**src/rtl/can_rxf_pkg.sv**
```systemverilog
package can_rxf_pkg;
  typedef enum logic [1:0] {
    DEST_NONE  = 2'b00,
    DEST_QUEUE = 2'b01,
    DEST_MBOX  = 2'b10
  } route_dest_e;

  localparam int STD_ID_W = 11;
endpackage

```
**src/rtl/can_id_match.sv**
```systemverilog
module can_id_match #(
  parameter int IDW   = 29,
  parameter int STD_W = 11
) (
  input  logic [IDW-1:0] rx_id,
  input  logic           rx_ide,
  input  logic [IDW-1:0] ent_id,
  input  logic           ent_ide,
  input  logic [IDW-1:0] mask,
  output logic           hit
);
  logic [IDW-1:0] eff_mask;

  always_comb begin
    // standard frames compare only the low identifier field
    eff_mask = ent_ide ? mask : {{(IDW-STD_W){1'b0}}, mask[STD_W-1:0]};
    hit      = (rx_ide == ent_ide) && (((rx_id ^ ent_id) & eff_mask) == '0);
  end
endmodule

```
**src/rtl/can_mask_sel.sv**
```systemverilog
module can_mask_sel #(
  parameter int N        = 16,
  parameter int IDW      = 29,
  parameter bit IS_TABLE = 1'b0,
  parameter int A_IDX    = 14,
  parameter int B_IDX    = 15
) (
  input  logic             indiv_mode,
  input  logic [IDW-1:0]   glob_mask,
  input  logic [IDW-1:0]   mask_a,
  input  logic [IDW-1:0]   mask_b,
  input  logic [N*IDW-1:0] indiv,
  output logic [N*IDW-1:0] sel
);
  // slot that takes mask A / mask B in shared mode
  localparam int SLOT_A = IS_TABLE ? N - 2 : A_IDX;
  localparam int SLOT_B = IS_TABLE ? N - 1 : B_IDX;

  for (genvar s = 0; s < N; s++) begin : g_slot
    logic [IDW-1:0] shared;
    if (s == SLOT_A) begin : g_a
      assign shared = mask_a;
    end else if (s == SLOT_B) begin : g_b
      assign shared = mask_b;
    end else begin : g_glob
      assign shared = glob_mask;
    end
    assign sel[s*IDW +: IDW] = indiv_mode ? indiv[s*IDW +: IDW] : shared;
  end
endmodule

```
**src/rtl/can_prio_pick.sv**
```systemverilog
module can_prio_pick #(
  parameter int N  = 16,
  parameter int IW = 4
) (
  input  logic [N-1:0]  req,
  output logic          any,
  output logic [IW-1:0] idx
);
  always_comb begin
    idx = '0;
    for (int i = N - 1; i >= 0; i--) begin
      if (req[i]) idx = IW'(i);
    end
    any = |req;
  end
endmodule

```
**src/rtl/can_rx_filter_router.sv**
```systemverilog
module can_rx_filter_router
  import can_rxf_pkg::*;
#(
  parameter int IDW    = 29,
  parameter int NUM_MB = 16,
  parameter int TBL    = 8,
  parameter int A_IDX  = 14,
  parameter int B_IDX  = 15,
  localparam int IDXW  = $clog2(NUM_MB),
  localparam int TIW   = $clog2(TBL)
) (
  input  logic                  clk,
  input  logic                  rst_n,
  input  logic                  frame_valid,
  input  logic [IDW-1:0]        frame_id,
  input  logic                  frame_ide,
  input  logic                  queue_en,
  input  logic                  indiv_mask_mode,
  input  logic                  queue_full,
  input  logic [IDW-1:0]        glob_mask,
  input  logic [IDW-1:0]        mask_a,
  input  logic [IDW-1:0]        mask_b,
  input  logic [NUM_MB*IDW-1:0] indiv_masks,
  input  logic [TBL*IDW-1:0]    tbl_ids,
  input  logic [TBL-1:0]        tbl_ide,
  input  logic [NUM_MB*IDW-1:0] mb_ids,
  input  logic [NUM_MB-1:0]     mb_ide,
  input  logic [NUM_MB-1:0]     mb_en,
  output logic                  route_valid,
  output logic [1:0]            route_dest,
  output logic [IDXW-1:0]       route_idx
);
  logic [TBL*IDW-1:0]    tbl_masks;
  logic [NUM_MB*IDW-1:0] mb_masks;
  logic [TBL-1:0]        tbl_hit;
  logic [NUM_MB-1:0]     mb_hit;
  logic [NUM_MB-1:0]     mb_allow;
  logic [NUM_MB-1:0]     mb_req;
  logic                  tbl_any, mb_any, to_queue;
  logic [TIW-1:0]        tbl_idx;
  logic [IDXW-1:0]       mb_idx;
  route_dest_e           nxt_dest;
  logic [IDXW-1:0]       nxt_idx;

  can_mask_sel #(.N(TBL), .IDW(IDW), .IS_TABLE(1'b1), .A_IDX(A_IDX), .B_IDX(B_IDX))
    u_tbl_mask (
      .indiv_mode(indiv_mask_mode), .glob_mask(glob_mask), .mask_a(mask_a),
      .mask_b(mask_b), .indiv(indiv_masks[TBL*IDW-1:0]), .sel(tbl_masks));

  can_mask_sel #(.N(NUM_MB), .IDW(IDW), .IS_TABLE(1'b0), .A_IDX(A_IDX), .B_IDX(B_IDX))
    u_mb_mask (
      .indiv_mode(indiv_mask_mode), .glob_mask(glob_mask), .mask_a(mask_a),
      .mask_b(mask_b), .indiv(indiv_masks), .sel(mb_masks));

  for (genvar k = 0; k < TBL; k++) begin : g_tbl
    can_id_match #(.IDW(IDW), .STD_W(STD_ID_W)) u_cmp (
      .rx_id(frame_id), .rx_ide(frame_ide),
      .ent_id(tbl_ids[k*IDW +: IDW]), .ent_ide(tbl_ide[k]),
      .mask(tbl_masks[k*IDW +: IDW]), .hit(tbl_hit[k]));
  end

  for (genvar i = 0; i < NUM_MB; i++) begin : g_mb
    can_id_match #(.IDW(IDW), .STD_W(STD_ID_W)) u_cmp (
      .rx_id(frame_id), .rx_ide(frame_ide),
      .ent_id(mb_ids[i*IDW +: IDW]), .ent_ide(mb_ide[i]),
      .mask(mb_masks[i*IDW +: IDW]), .hit(mb_hit[i]));
    // low mailboxes hand their storage to the queue when it is on
    if (i < TBL) begin : g_low
      assign mb_allow[i] = mb_en[i] & ~queue_en;
    end else begin : g_high
      assign mb_allow[i] = mb_en[i];
    end
  end

  assign mb_req = mb_hit & mb_allow;

  can_prio_pick #(.N(TBL), .IW(TIW)) u_tbl_pick (
    .req(tbl_hit & {TBL{queue_en}}), .any(tbl_any), .idx(tbl_idx));

  can_prio_pick #(.N(NUM_MB), .IW(IDXW)) u_mb_pick (
    .req(mb_req), .any(mb_any), .idx(mb_idx));

  assign to_queue = queue_en & tbl_any & ~queue_full;

  always_comb begin
    if (to_queue) begin
      nxt_dest = DEST_QUEUE;
      nxt_idx  = IDXW'(tbl_idx);
    end else if (mb_any) begin
      nxt_dest = DEST_MBOX;
      nxt_idx  = mb_idx;
    end else begin
      nxt_dest = DEST_NONE;
      nxt_idx  = '0;
    end
  end

  always_ff @(posedge clk or negedge rst_n) begin
    if (!rst_n) begin
      route_valid <= 1'b0;
      route_dest  <= DEST_NONE;
      route_idx   <= '0;
    end else begin
      route_valid <= frame_valid;
      if (frame_valid) begin
        route_dest <= nxt_dest;
        route_idx  <= nxt_idx;
      end
    end
  end

  p_latency_r1: assert property (@(posedge clk) disable iff (!rst_n)
    frame_valid |=> route_valid);
  p_quiet_r1: assert property (@(posedge clk) disable iff (!rst_n)
    !frame_valid |=> !route_valid);
  p_no_queue_off_r7: assert property (@(posedge clk) disable iff (!rst_n)
    frame_valid && !queue_en |=> route_dest != DEST_QUEUE);
  p_low_mb_hidden_r8: assert property (@(posedge clk) disable iff (!rst_n)
    frame_valid && queue_en |=> !(route_dest == DEST_MBOX && int'(route_idx) < TBL));
  p_full_blocks_queue_r9: assert property (@(posedge clk) disable iff (!rst_n)
    frame_valid && queue_full |=> route_dest != DEST_QUEUE);
  p_winner_valid_r10: assert property (@(posedge clk) disable iff (!rst_n)
    mb_any |-> mb_en[mb_idx] && mb_hit[mb_idx]);
  p_none_idx_zero_r11: assert property (@(posedge clk) disable iff (!rst_n)
    route_valid && route_dest == DEST_NONE |-> route_idx == '0);
endmodule

```
**config.mk**
```make
export PLATFORM = sky130hd
export DESIGN_NAME = can_rx_filter_router
export DESIGN_NICKNAME = d
export VERILOG_FILES = /design/src/rtl/can_rxf_pkg.sv /design/src/rtl/can_id_match.sv /design/src/rtl/can_mask_sel.sv /design/src/rtl/can_prio_pick.sv /design/src/rtl/can_rx_filter_router.sv
export SDC_FILE = /design/constraint.sdc
export NUM_CORES = 1
export LEC_CHECK = 0
export ABC_AREA = 1
export BUFFER_PORTS_ARGS = -buffer_cell sky130_fd_sc_hd__buf_2
export CAP_MARGIN = 30
export CORE_AREA = 2 2 524 526
export CTS_CLUSTER_SIZE = 24
export DETAILED_ROUTE_END_ITERATION = 10
export DIE_AREA = 0 0 526 528
export PLACE_DENSITY = 0.3
export SETUP_SLACK_MARGIN = 0.05
export SLEW_MARGIN = 30
export SYNTH_ARGS = -nofsm -noshare
export SYNTH_HDL_FRONTEND = slang
export SYNTH_SLANG_ARGS = --single-unit
```
**constraint.sdc**
```tcl
create_clock -name clk -period 0.8 [get_ports clk]
set_input_delay 0.16 -clock clk [delete_from_list [all_inputs] [get_ports clk]]
set_output_delay 0.16 -clock clk [all_outputs]
set_load 0.1 [all_outputs]
```
* After elaboration in Yosys (flattened, before gate mapping) *
Cells that the tools add are included.

storage, ports and cells
  bits in registers = 7
  input port bits = 1323

cells by class
  equality and inequality tests = 24
  multiplexer cells = 70
  bitwise logic cells = 62
  reductions and logical operators = 50

operators with widths
  operator           number
  $mux 29            42
  $and 29x29->29     24
  $logic_not 29->1   24
  $xor 29x29->29     24
  $mux 4             18
  $eq 1x1->1         24
  $logic_and 1x1->1  24
  $mux 3             8
  $and 16x16->16     1
  $reduce_or 16->1   1
  $and 1x1->1        10
  $and 8x8->8        1
  $reduce_or 8->1    1
  $mux 2             2
  $not 1->1          2

* Longest topological paths before layout *
  word-level depth = 24
  gate-level depth with buffers = 28

* Hierarchy *
From an unflattened synthesis, not the netlist that was laid out.

second synthesis, totals
  cell total of the unflattened synthesis = 6775
  area total of the unflattened synthesis = 29014.1 µm²

modules (own cells, without submodules)
  module                       instances  cells an instance  area an instance (µm²)
  can_id_match                 24         205                875.8
  can_mask_sel at u_mb_mask    1          1106               4668.2
  can_mask_sel at u_tbl_mask   1          587                2478.6
  can_rx_filter_router         1          91                 539.3
  can_prio_pick at u_mb_pick   1          49                 209.0
  can_prio_pick at u_tbl_pick  1          22                 98.8

* Worst setup path before layout *
No wires, ideal clock.

  path type = input -> register
  start point = in indiv_mask_mode
  end point = reg route_idx[0]
  setup time = 0.125 ns
  arrival time = 1.954 ns
  data required time = 0.675 ns
  setup slack = -1.278 ns
  stages on the path = 18
  path through = buf_6 -> buf_8 -> buf_6 -> buf_4 -> nand2_1 -> nand2_1 -> nand2_1 -> nand3_1 -> a2111oi_2 -> nand3_1 -> nand2_1 -> nor2_1 -> nand2_1 -> nand2_2 -> o21ai_1 -> nor2_1 -> nand2_1 -> a21oi_2

on the way
  word-level cells in the longest chain between the ends = 24
  elaborated cells between the ends (all ways) = 146
  those cells by class = mux: 68; bitwise: 28; reduce/logical: 50

RTL lines
  element                 line                         source
  start: declaration      can_rx_filter_router.sv:18   input logic indiv_mask_mode,
  $mux 29                 can_mask_sel.sv:28           assign sel[s*IDW +: IDW] = indiv_mode ? indiv[s*IDW +: IDW] : shared;
  $mux 29                 can_id_match.sv:16           eff_mask = ent_ide ? mask : {{(IDW-STD_W){1'b0}}, mask[STD_W-1:0]};
  $and 29x29->29          can_id_match.sv:17           hit = (rx_ide == ent_ide) && (((rx_id ^ ent_id) & eff_mask) == '0);
  $logic_not 29->1        can_id_match.sv:17
  $logic_and 1x1->1       can_id_match.sv:17
  $and 16x16->16          can_rx_filter_router.sv:75   assign mb_req = mb_hit & mb_allow;
  $mux 4 (16 in a row)    can_prio_pick.sv:12          if (req[i]) idx = IW'(i);
  $mux 4                  can_rx_filter_router.sv:89   end else if (mb_any) begin
  $mux 4 (*)              can_rx_filter_router.sv:86   if (to_queue) begin
  end signal: assignment  can_rx_filter_router.sv:107  route_idx <= nxt_idx;
  end: declaration        can_rx_filter_router.sv:31   output logic [IDXW-1:0] route_idx

Mark *: on every way between the ends. The rest lies on a longest branch, timed or not.
A chain may end at the register's enable or synchronous reset.

* Worst setup path after layout *
  start point = in indiv_mask_mode
  end point = reg route_idx[1]

Same word-level chain as after synthesis.

==> results.md <==
* Total power at between 20 and 30 mW
* Root buf cell: clkbuf_16
* Number of remaining DRC errors at 0
* Largest net degree at the start of global routing at between 40 and 50
* Outcome: complete, but fails checks
* Worst EP required at approximately 0.96 ns
* Post-Syn Nets at about 4400
* Final wirelength at roughly 300000 microns
* Number of flops mapped to enable cells by yosys at 0
* Worst-Skew Late Latency at approximately 0.24 ns
* Area growth syn-to-layout at 118%
* Routed wire per std cell at 34.6 microns
* First-pass detailed-route iteration total at 5
* Setup CP Type: primary input to flip-flop
* Total track usage at 20.7%
* Synth Instances at roughly 3100
* Vias in the first global route at ~32000
* Cell Pwr Density at 754 nW/um^2
* Share of cells above drive strength 1 at 48.2%
* Vias at 31533
* Vias/cell at around 3.6
* Placement Setup Slack at -3.36 ns
* Relative slew slack at ~48%
* F_max at 0.333 GHz
* Crit path arrival time at 3.17 ns
* Worst Setup Slack, final at -2.20 ns
* Mapped Area at approximately 17000 sq um
* Setup TNS at -14.57 ns
* Synth Register Bits at 7
* Max Cap Violations at 0
* Crit share post-route at 375%
* Fin Clk Skew at 0 ns
* Tmin final at 3.00 ns
* Most frequent cells in the layout: 1349 x nand2_1, 1314 x buf_2, 629 x xor2_1, 610 x buf_4, 131 x nand3_1
* # clock sinks at 7
* Final layout net count at between 6000 and 7000
* H-tree depth at 1
* CTS max path bufs at 2
* CP max FO at 8
* RSZ-0062 raised after global routing: true
* Chip width at roughly 530 microns
* Number of cell rows at roughly 190
* Core box area at approximately 270000 sq um
* First-pass GRT wire length at ~370000 microns
* Post-synthesis cell type count at 49
* Port Buf Inserts at 1329
* Maximum vdd drop at about 480 uV
* Critical Path Source Type: primary input
* # setup viols final at 13
* Syn. warnings at 0
* Initial DRC count at approximately 2800
* # IOs at 1330
* Syn Area/Cell at between 5 and 6 sq um
* Top FF cell, synth: dfrtp_1
* Total CTS buffers at 3
* Gr ovfl total at 0
* Fin. max-slew vios at 0
* Hold_ws at approximately 0.15 ns
* Hold crit path type: primary input to flip-flop
* HPWL after detailed placement at 274000 microns
* Worst-path clk slew at 0.05 ns
* Final hold violation count at 0
* Antenna Nets Post-Route at 0
* Die area at roughly 280000 sq um
* RD Place Congestion at about 0.95
* Seq/Total Area, Yosys at 1.03%
* Leakage at about 19 nW
* Worst slew pin tran at 0.771 ns
* Most common cell after layout, fill and taps aside: nand2_1
* DIE HEIGHT at about 530 microns
* CTS tree: built
* Async SR Flop Fraction at between 90% and 100%
* Failing checks: negative setup slack
* Crit. End Element: flip-flop
* Initial antenna violation count at slightly above 300
* Initial Utilization at 6.27%
* Core Util, Final at 13.7%
power breakdown:
| part | switching [mW] | total [mW] | internal [mW] | leakage [nW] |
|---|---|---|---|---|
| clock | 0.300 | 0.965 | 0.666 | 0.0415 |
| sequential | 0.0474 | 0.455 | 0.407 | 0.0797 |
| combinational | 16.0 | 26.6 | 10.6 | 19.3 |
per-layer routing:
layer | wire length [microns] | track usage, % | vias to the layer above
met1 | 130000 | 26.8 | 15114
li1 | - | - | 13854
met4 | 5610 | 2.93 | 218
met3 | 30600 | 7.44 | 461
met5 | 1380 | 0 | -
met2 | 135000 | 33.5 | 1886
worst max-delay path: stages:
cell	delay (ns)
buf_16	0.17
inv_16	0.08
buf_16	0.18
nand2_4	0.16
nand2_1	0.27
nand2_1	0.14
nand2_1	0.07
a221oi_2	0.18
nand3_1	0.13
buf_6	0.16
o21ai_2	0.12
buf_6	0.14
nand4_1	0.27
buf_6	0.25
nand2_4	0.07
nor2_2	0.04
nand2_1	0.07
o21ai_2	0.07
nor2_1	0.12
nand2_1	0.08
a21oi_2	0.15
cells in the mapped netlist, types with 3 or more instances:
master	instances	area share, %
nand2_2	16	0.59
nand2_1	1475	32
a221oi_1	52	2.7
xnor2_1	49	2.5
buf_2	111	3.3
o22ai_1	4	0.15
buf_6	39	2.6
nand2_4	9	0.59
o211ai_1	3	0.13
a21oi_1	49	1.4
o21ai_0	72	2.1
a31oi_1	3	0.11
a22o_1	20	1.0
inv_1	110	2.4
nand4_1	64	2.3
nand3_1	148	4.3
o2111ai_1	7	0.36
a211oi_1	8	0.35
nor2_1	103	2.3
buf_4	27	1.2
nor4_1	3	0.11
nor3_1	12	0.35
xor2_1	629	32
clkbuf_1	15	0.33
a221oi_2	9	0.79
o21ai_1	30	0.88
dfrtp_1	7	1.0
per-stage QoR:
| stage | cell area (sq um) | std cells |
|---|---|---|
| floorplan | 17200 | 3104 |
| global placement | 34000 | 8551 |
| detailed placement | 34000 | 8551 |
| CTS | 36800 | 8630 |
| global route | 37000 | 8663 |
| finish | 37200 | 8733 |
flip-flops by register name, summed over array words and instances, names as in the netlist:
signal and flops:
route_idx 4, route_dest 2, route_valid 1
cell families after synthesis:
logic type / count (synthesis) / synth area share, %
simple gates: 1837 / 43.3
xor+xnor: 678 / 34.8
buf+inv: 309 / 9.99
compound gates: 273 / 10.9
flops: 7 / 1.03
area by class of cell:
type                       count  area [sq um]
fill                       32218        235000
multi-input combinational   2788         16700
timing repair buffer        2129         15000
tap                         3589          4490
inverter                     115           448
antenna                      101           253
sequential                     7           201
clock buffer                   3          75.1
clock inverter                 1          5.00
path summary, 6_finish.rpt:
check                                start             to  slack [ns]  cells after the start
max                        indiv_mask_mode   route_idx[1]       -2.20                     21
min                            frame_valid    route_valid        0.15                      1
max reg2reg                   route_idx[1]   route_idx[1]       -0.12                      3
min reg2reg                  route_dest[0]  route_dest[0]        0.56                      1
max in group asynchronous            rst_n   route_idx[1]        0.13                      2
min in group asynchronous            rst_n    route_valid        0.43                      2
timing repair:
item / 4_1_cts / 5_1_grt
endpoints found under the setup margin: 13 / 13
gates resized for setup: 409 / 23
pin swaps: 105 / 13
gates cloned: 16 / 0
hold endpoints to repair: 7 / 0
hold buffers: 1 / 0
setup buffers: 63 / 2
No activity file was read; power rests on OpenSTA's default activity.
